**src/rtl/ubr_pkg.sv**
```systemverilog
package ubr_pkg;

    localparam int INSN_W = 32;
    localparam int OPCD_W = 6;
    localparam int OFS_W  = 24;
    localparam int DISP_W = OFS_W + 2;
    localparam logic [OPCD_W-1:0] OPCD_JUMP = 6'd18;

    typedef enum logic [1:0] {
        FLOW_SEQ = 2'd0,
        FLOW_REL = 2'd1,
        FLOW_ABS = 2'd2
    } flow_e;

    typedef struct packed {
        flow_e            flow;
        logic             link;
        logic [OFS_W-1:0] ofs;
    } jump_dec_t;

    function automatic logic [OPCD_W-1:0] opcd_of(input logic [INSN_W-1:0] w);
        return w[INSN_W-1 -: OPCD_W];
    endfunction

    function automatic logic [OFS_W-1:0] ofs_of(input logic [INSN_W-1:0] w);
        return w[OFS_W+1:2];
    endfunction

    function automatic logic [DISP_W-1:0] scale_ofs(input logic [OFS_W-1:0] o);
        return {o, 2'b00};
    endfunction

endpackage

```
**src/rtl/ubr_decode.sv**
```systemverilog
module ubr_decode
    import ubr_pkg::*;
(
    input  logic              valid,
    input  logic [INSN_W-1:0] insn,
    output jump_dec_t         dec,
    output logic              is_jump
);
    logic abs_bit;
    logic link_bit;

    always_comb begin
        abs_bit  = insn[1];
        link_bit = insn[0];
        is_jump  = valid && (opcd_of(insn) == OPCD_JUMP);
        dec.ofs  = ofs_of(insn);
        dec.link = is_jump && link_bit;
        if (!is_jump)
            dec.flow = FLOW_SEQ;
        else if (abs_bit)
            dec.flow = FLOW_ABS;
        else
            dec.flow = FLOW_REL;
    end
endmodule

```
**src/rtl/ubr_target.sv**
```systemverilog
module ubr_target
    import ubr_pkg::*;
#(
    parameter int ADDR_W = 64
) (
    input  logic [ADDR_W-1:0] cur_pc,
    input  jump_dec_t         dec,
    output logic [ADDR_W-1:0] target,
    output logic [ADDR_W-1:0] seq_addr
);
    localparam int STEP = 4;

    logic [DISP_W-1:0] disp_raw;
    logic [ADDR_W-1:0] disp;

    assign disp_raw = scale_ofs(dec.ofs);

    generate
        if (ADDR_W > DISP_W) begin : g_extend
            assign disp = {{(ADDR_W-DISP_W){disp_raw[DISP_W-1]}}, disp_raw};
        end else begin : g_trunc
            assign disp = disp_raw[ADDR_W-1:0];
        end
    endgenerate

    assign seq_addr = cur_pc + ADDR_W'(STEP);

    always_comb begin
        case (dec.flow)
            FLOW_REL: target = cur_pc + disp;
            FLOW_ABS: target = disp;
            default:  target = seq_addr;
        endcase
    end
endmodule

```
**src/rtl/ubr_regs.sv**
```systemverilog
module ubr_regs
    import ubr_pkg::*;
#(
    parameter int ADDR_W = 64
) (
    input  logic              clk,
    input  logic              rst,
    input  logic [ADDR_W-1:0] reset_vec,
    input  logic              valid,
    input  logic              is_jump,
    input  jump_dec_t         dec,
    input  logic [ADDR_W-1:0] target,
    input  logic [ADDR_W-1:0] seq_addr,
    output logic [ADDR_W-1:0] pc_q,
    output logic [ADDR_W-1:0] lr_q,
    output logic              taken_q,
    output logic              link_we_q
);
    always_ff @(posedge clk) begin
        if (rst) begin
            pc_q      <= reset_vec;
            lr_q      <= '0;
            taken_q   <= 1'b0;
            link_we_q <= 1'b0;
        end else begin
            taken_q   <= is_jump;
            link_we_q <= dec.link;
            if (valid)
                pc_q <= target;
            if (dec.link)
                lr_q <= seq_addr;
        end
    end
endmodule

```
**src/rtl/ubr_nextpc.sv**
```systemverilog
module ubr_nextpc
    import ubr_pkg::*;
#(
    parameter int ADDR_W = 64
) (
    input  logic              clk,
    input  logic              rst,
    input  logic [ADDR_W-1:0] reset_vec,
    input  logic              insn_valid,
    input  logic [INSN_W-1:0] insn,
    output logic [ADDR_W-1:0] pc,
    output logic [ADDR_W-1:0] lr,
    output logic              taken,
    output logic              link_we
);
    jump_dec_t         dec;
    logic              is_jump;
    logic [ADDR_W-1:0] target;
    logic [ADDR_W-1:0] seq_addr;

    ubr_decode u_dec (
        .valid   (insn_valid),
        .insn    (insn),
        .dec     (dec),
        .is_jump (is_jump)
    );

    ubr_target #(.ADDR_W(ADDR_W)) u_tgt (
        .cur_pc   (pc),
        .dec      (dec),
        .target   (target),
        .seq_addr (seq_addr)
    );

    ubr_regs #(.ADDR_W(ADDR_W)) u_regs (
        .clk       (clk),
        .rst       (rst),
        .reset_vec (reset_vec),
        .valid     (insn_valid),
        .is_jump   (is_jump),
        .dec       (dec),
        .target    (target),
        .seq_addr  (seq_addr),
        .pc_q      (pc),
        .lr_q      (lr),
        .taken_q   (taken),
        .link_we_q (link_we)
    );
endmodule

```
**config.mk**
```make
export PLATFORM = sky130hd
export DESIGN_NAME = ubr_nextpc
export DESIGN_NICKNAME = d
export VERILOG_FILES = /design/src/rtl/ubr_pkg.sv /design/src/rtl/ubr_decode.sv /design/src/rtl/ubr_target.sv /design/src/rtl/ubr_regs.sv /design/src/rtl/ubr_nextpc.sv
export SDC_FILE = /design/constraint.sdc
export NUM_CORES = 1
export LEC_CHECK = 0
export CAP_MARGIN = 25
export CORE_UTILIZATION = 35
export CTS_BUF_LIST = sky130_fd_sc_hd__clkbuf_4
export DETAILED_ROUTE_END_ITERATION = 16
export MAX_ROUTING_LAYER = met4
export PLACE_DENSITY = 0.67
export SYNTH_ARGS = -nofsm -noshare
export SYNTH_HDL_FRONTEND = slang
export SYNTH_HIERARCHICAL = 1
export SYNTH_SLANG_ARGS = --single-unit
```
**constraint.sdc**
```tcl
create_clock -name clk -period 5.2 [get_ports clk]
set_input_delay 0.78 -clock clk [delete_from_list [all_inputs] [get_ports clk]]
set_output_delay 0.78 -clock clk [all_outputs]
set_load 0.03 [all_outputs]
```
# Word-level counts from Yosys, hierarchy flattened
# Index checks and enable logic that the tools add are counted.
[op_classes] n_addsub=2 eq_ne=3 mux=5 n_reduce_logical=3
[op_table] op="2-to-1 mux 64 bit" n=2
[op_table] op="case mux 64 bit (2 select lines)" n=1
[op_table] op="adder 64 x 3 -> 64 bit (second input constant)" n=1
[op_table] op="adder 64 bit" n=1
[op_table] op="== test 6 x 5 -> 1 bit (second input constant)" n=1
[op_table] op="2-to-1 mux 2 bit" n=2
[op_table] op="== test 2 x 1 -> 1 bit (second input constant)" n=1
[op_table] op="== test 2 bit (second input constant)" n=1
[op_table] op="logical AND 1 bit" n=2
[op_table] op="nonzero test 2 bit" n=1
[totals] ff_bits=130 input_bits=99 out_inout_bits=130 word_cells=17

# Depth between registers and ports, before layout
[depth] ltp_word=7 depth_mapped=15 depth_no_buf=14

# Modules after synthesis
# Netlist, hierarchy kept.
[by_module_without_submodules] module="ubr_target" instances=1 cells_per_inst=905 area_each_um2=6077.1 seq_area_each_um2=0.0
[by_module_without_submodules] module="ubr_regs" instances=1 cells_per_inst=347 area_each_um2=5098.6 seq_area_each_um2=3243.1
[by_module_without_submodules] module="ubr_decode" instances=1 cells_per_inst=32 area_each_um2=229.0 seq_area_each_um2=0.0

# Worst setup path after synthesis
# No wires, ideal clock.
[synth_timing] path_kind="input to register" start="in insn[31]" end="reg u_regs.pc_q[60] (data pin)" setup_ns=0.260 arrival_time_ns=3.681 required_time_ns=4.940 path_slack_ns=1.258 path_stages=11 n_path_buf=2 path_cell_list="or4b_4 nor4_1 inv_1 ha_1 clkbuf_1 inv_2 nand2_1 nor2_1 dlygate4sd3_1 a211oi_1 mux2_4"
[synth_lines] item="start: declaration" line="ubr_nextpc.sv:10" text="input logic [INSN_W-1:0] insn,"
[synth_lines] item="end signal: assignment" line="ubr_regs.sv:21" text="pc_q <= reset_vec;"
[synth_lines] item="end signal: assignment" line="ubr_regs.sv:29" text="pc_q <= target;"
[synth_lines] item="end: declaration" line="ubr_regs.sv:14" text="output logic [ADDR_W-1:0] pc_q,"

==> results.ini <==
[clock_tree]
ctsHoldBuffers = 0
clk_pin_slew_worst_paths_ps = 120
cts_tree = done
clock_sinks = 130
cts_setup_buffers = 0
clkLatencyLatePin_ps = 570
clockBufferDepth = 2
root_buffer = clkbuf_4
cts.repair.resized = 0
cts_made_buffers = 17
h-tree-depth = 4

[routing]
vias = 10200
drt_iter0_drc = 740
ant_nets = 0
vias_per_cell = 5.42
wl_um = 34500
drtPass1Iterations = 5
avgRoutedWirePerCell_um = 18.2
drc = 0

[timing]
tns_ps = 0
fin_ws_ps = 1190
relSlewSlack_pct = 33.8
finalMaxSlewViolations = 0
setup_viol = 0
fin_crit_sh_pct = 77.1
final-hold-violation-count = 0
tightestPinTransition_ps = 993
rsz0062_at_grt = no
fin_skew_ps = 28.6
fmax_mhz = 249
min_period_ps = 4010

[floorplan]
die_area_um2 = 33300
rows = 65
die_w_um = 183
initial_utilization_pct = 35.9
ioPinCount = 229
dieHeight_um = 183
core-area_um2 = 31800

[setup_path]
path_max_fanout = 25
critPathRequiredTime_ps = 5640
cp.arrival_ps = 4450
crit_path_start_kind = primary input
crit_path_end_kind = flop
path_class = in2reg

[logic_synthesis]
syn_avg_cell_area_um2 = 8.88
synth_cell_types = 87
yosys_warnings = 6
seq_area_frac_synth_pct = 28.4
syn_nets = 1448
ys_seq_elements = 130
synth_area_um2 = 11400
synth_top_cell_area_share_pct = 16.9
synthCells = 1284
synth-async-reset-ratio_pct = 0
synth_area_leaders = edfxtp_1 (17%), dfxtp_1 (12%), ha_1 (7.0%), nor2_1 (5.7%), mux2i_1 (5.6%)
synth_top_cell_by_area = edfxtp_1
synth-edff-count = 64
synth_flop_cell = dfxtp_1

[pwr]
ir_drop_mv = 0.127
p_seq_share_pct = 36.0
intPower_mw = 2.20
p_leak_nw = 5.33
power.switching_mw = 1.30
switching_share_pct = 37.1
clkPwrFrac_pct = 25.1
comb_power_share_pct = 38.8
p_total_mw = 3.49
p_per_area_nw_per_um2 = 250

[global_route]
grt_usage_pct = 21.3
overflow = 0
grt_max_degree = 70
grt_pass1_vias = 9897
antenna_found_initial = 2
grt_pass1_wl_um = 54600

[placed_design]
dp_hpwl_um = 25200
pre_cts_ws_ps = 595
gp_congestion = 0.865
portBuffers = 228
post-place-cells = 1856

[final_layout]
layout_commonest_cell = clkdlybuf4s50_1
final_layout_size_suffix_gt1_share_pct = 10.1
mostFrequentLayoutCells = clkdlybuf4s50_1 (226), nor2_1 (172), nand2_1 (90), a21oi_1 (82), dfxtp_1 (66)
nNetsFinal = 1604
areaGrowthSynthToFinish_pct = 22.4
final_cells = 1890

[flow_run]
cap_viol_max_count = 0

[worst_hold_path]
min_path_type = reg2reg

[status]
status = finished clean

[cells by family (layout without fill, tap and decap cells)]
logic type                 after synthesis  after routing  share of synthesized area, %
muxes                                  130            130                          12.7
buffers and inverters                  131            300                          7.36
xor gates and xnor gates               114            114                          8.75
adders and majority gates               65             65                          7.20
and+or+nand+nor                        415            415                          17.6
DFF                                    130            130                          28.4
other                                    0              2                             0
AOI/OAI and AO/OA                      299            299                          18.0
[final cells by class]
cell class	instances	area, µm²
Fill cell	3159	17800
Clock inverter	13	210
Tap cell	435	544
Inverter	30	113
Multi-Input combinational cell	1023	7330
Clock buffer	19	143
Sequential cell	130	3240
Antenna cell	2	5.00
Timing Repair Buffer	238	2370
[Yosys cell counts, types with 12 or more instances]
library cell,count
nor2_1,172
nand2_1,90
a21oi_1,82
dfxtp_1,66
edfxtp_1,64
ha_1,64
mux2i_1,64
xnor2_1,64
xor2_1,50
mux2_2,49
a21o_1,38
buf_4,38
o21ai_0,35
nand4_1,34
inv_1,29
clkbuf_1,27
nand3_1,27
a221oi_1,20
mux2_4,17
o21a_1,17
and3_1,16
a211oi_1,15
and4_1,12
o21ai_1,12
[registers in the layout (all words and copies together), names as in the netlist]
register          flops
u_regs/link_we_q      1
u_regs/lr_q          64
u_regs/pc_q          64
u_regs/taken_q        1
[power by group through the flow]
stage               clock [mW]  sequential, mW  combinational, mW
global placement             0            1.28               1.33
detailed placement           0            1.28               1.34
finish                   0.879            1.26               1.36
CTS                      0.912            1.26               1.35
floorplan                    0            1.36              0.895
global route             0.949            1.27               1.48
[worst paths after layout]
kind,slack [ps],depth (start not counted),from,endpoint
hold / removal,510,2,u_regs/lr_q[1]$_SDFFE_PP0P_,u_regs/lr_q[1]$_SDFFE_PP0P_
setup / recovery,1190,10,insn[31],u_regs/pc_q[44]$_DFFE_PP_
setup reg to reg,1330,11,u_regs/pc_q[3]$_DFFE_PP_,u_regs/pc_q[63]$_DFFE_PP_
hold reg to reg,510,2,u_regs/lr_q[1]$_SDFFE_PP0P_,u_regs/lr_q[1]$_SDFFE_PP0P_
[per-stage QoR]
step	utilization, %	instance area [µm²]	hold WS, ps
4_1_cts	43.9	14000	515
5_1_grt	43.9	14000	530
3_3_place_gp	42.8	13600	472
2_1_floorplan	-	11400	632
3_5_place_dp	42.8	13600	481
6_report	43.9	14000	506
[per-layer routing]
layer | GRT usage [%] | vias up | routed length (µm)
li1 | - | 4978 | -
met1 | 29.2 | 4889 | 16600
met2 | 32.4 | 337 | 15500
met3 | 3.63 | 32 | 1990
met4 | 5.18 | 0 | 458
met5 | - | - | 0
[worst max-delay path, cell delays in order]
cell,delay [ps]
clkdlybuf4s50_1,400
or4b_4,560
nor4_1,350
ha_1,890
nand2_1,100
nand2_1,560
nor2_1,80
buf_4,230
a221oi_1,270
mux2_4,210
Power figures use the tool's default switching activity.
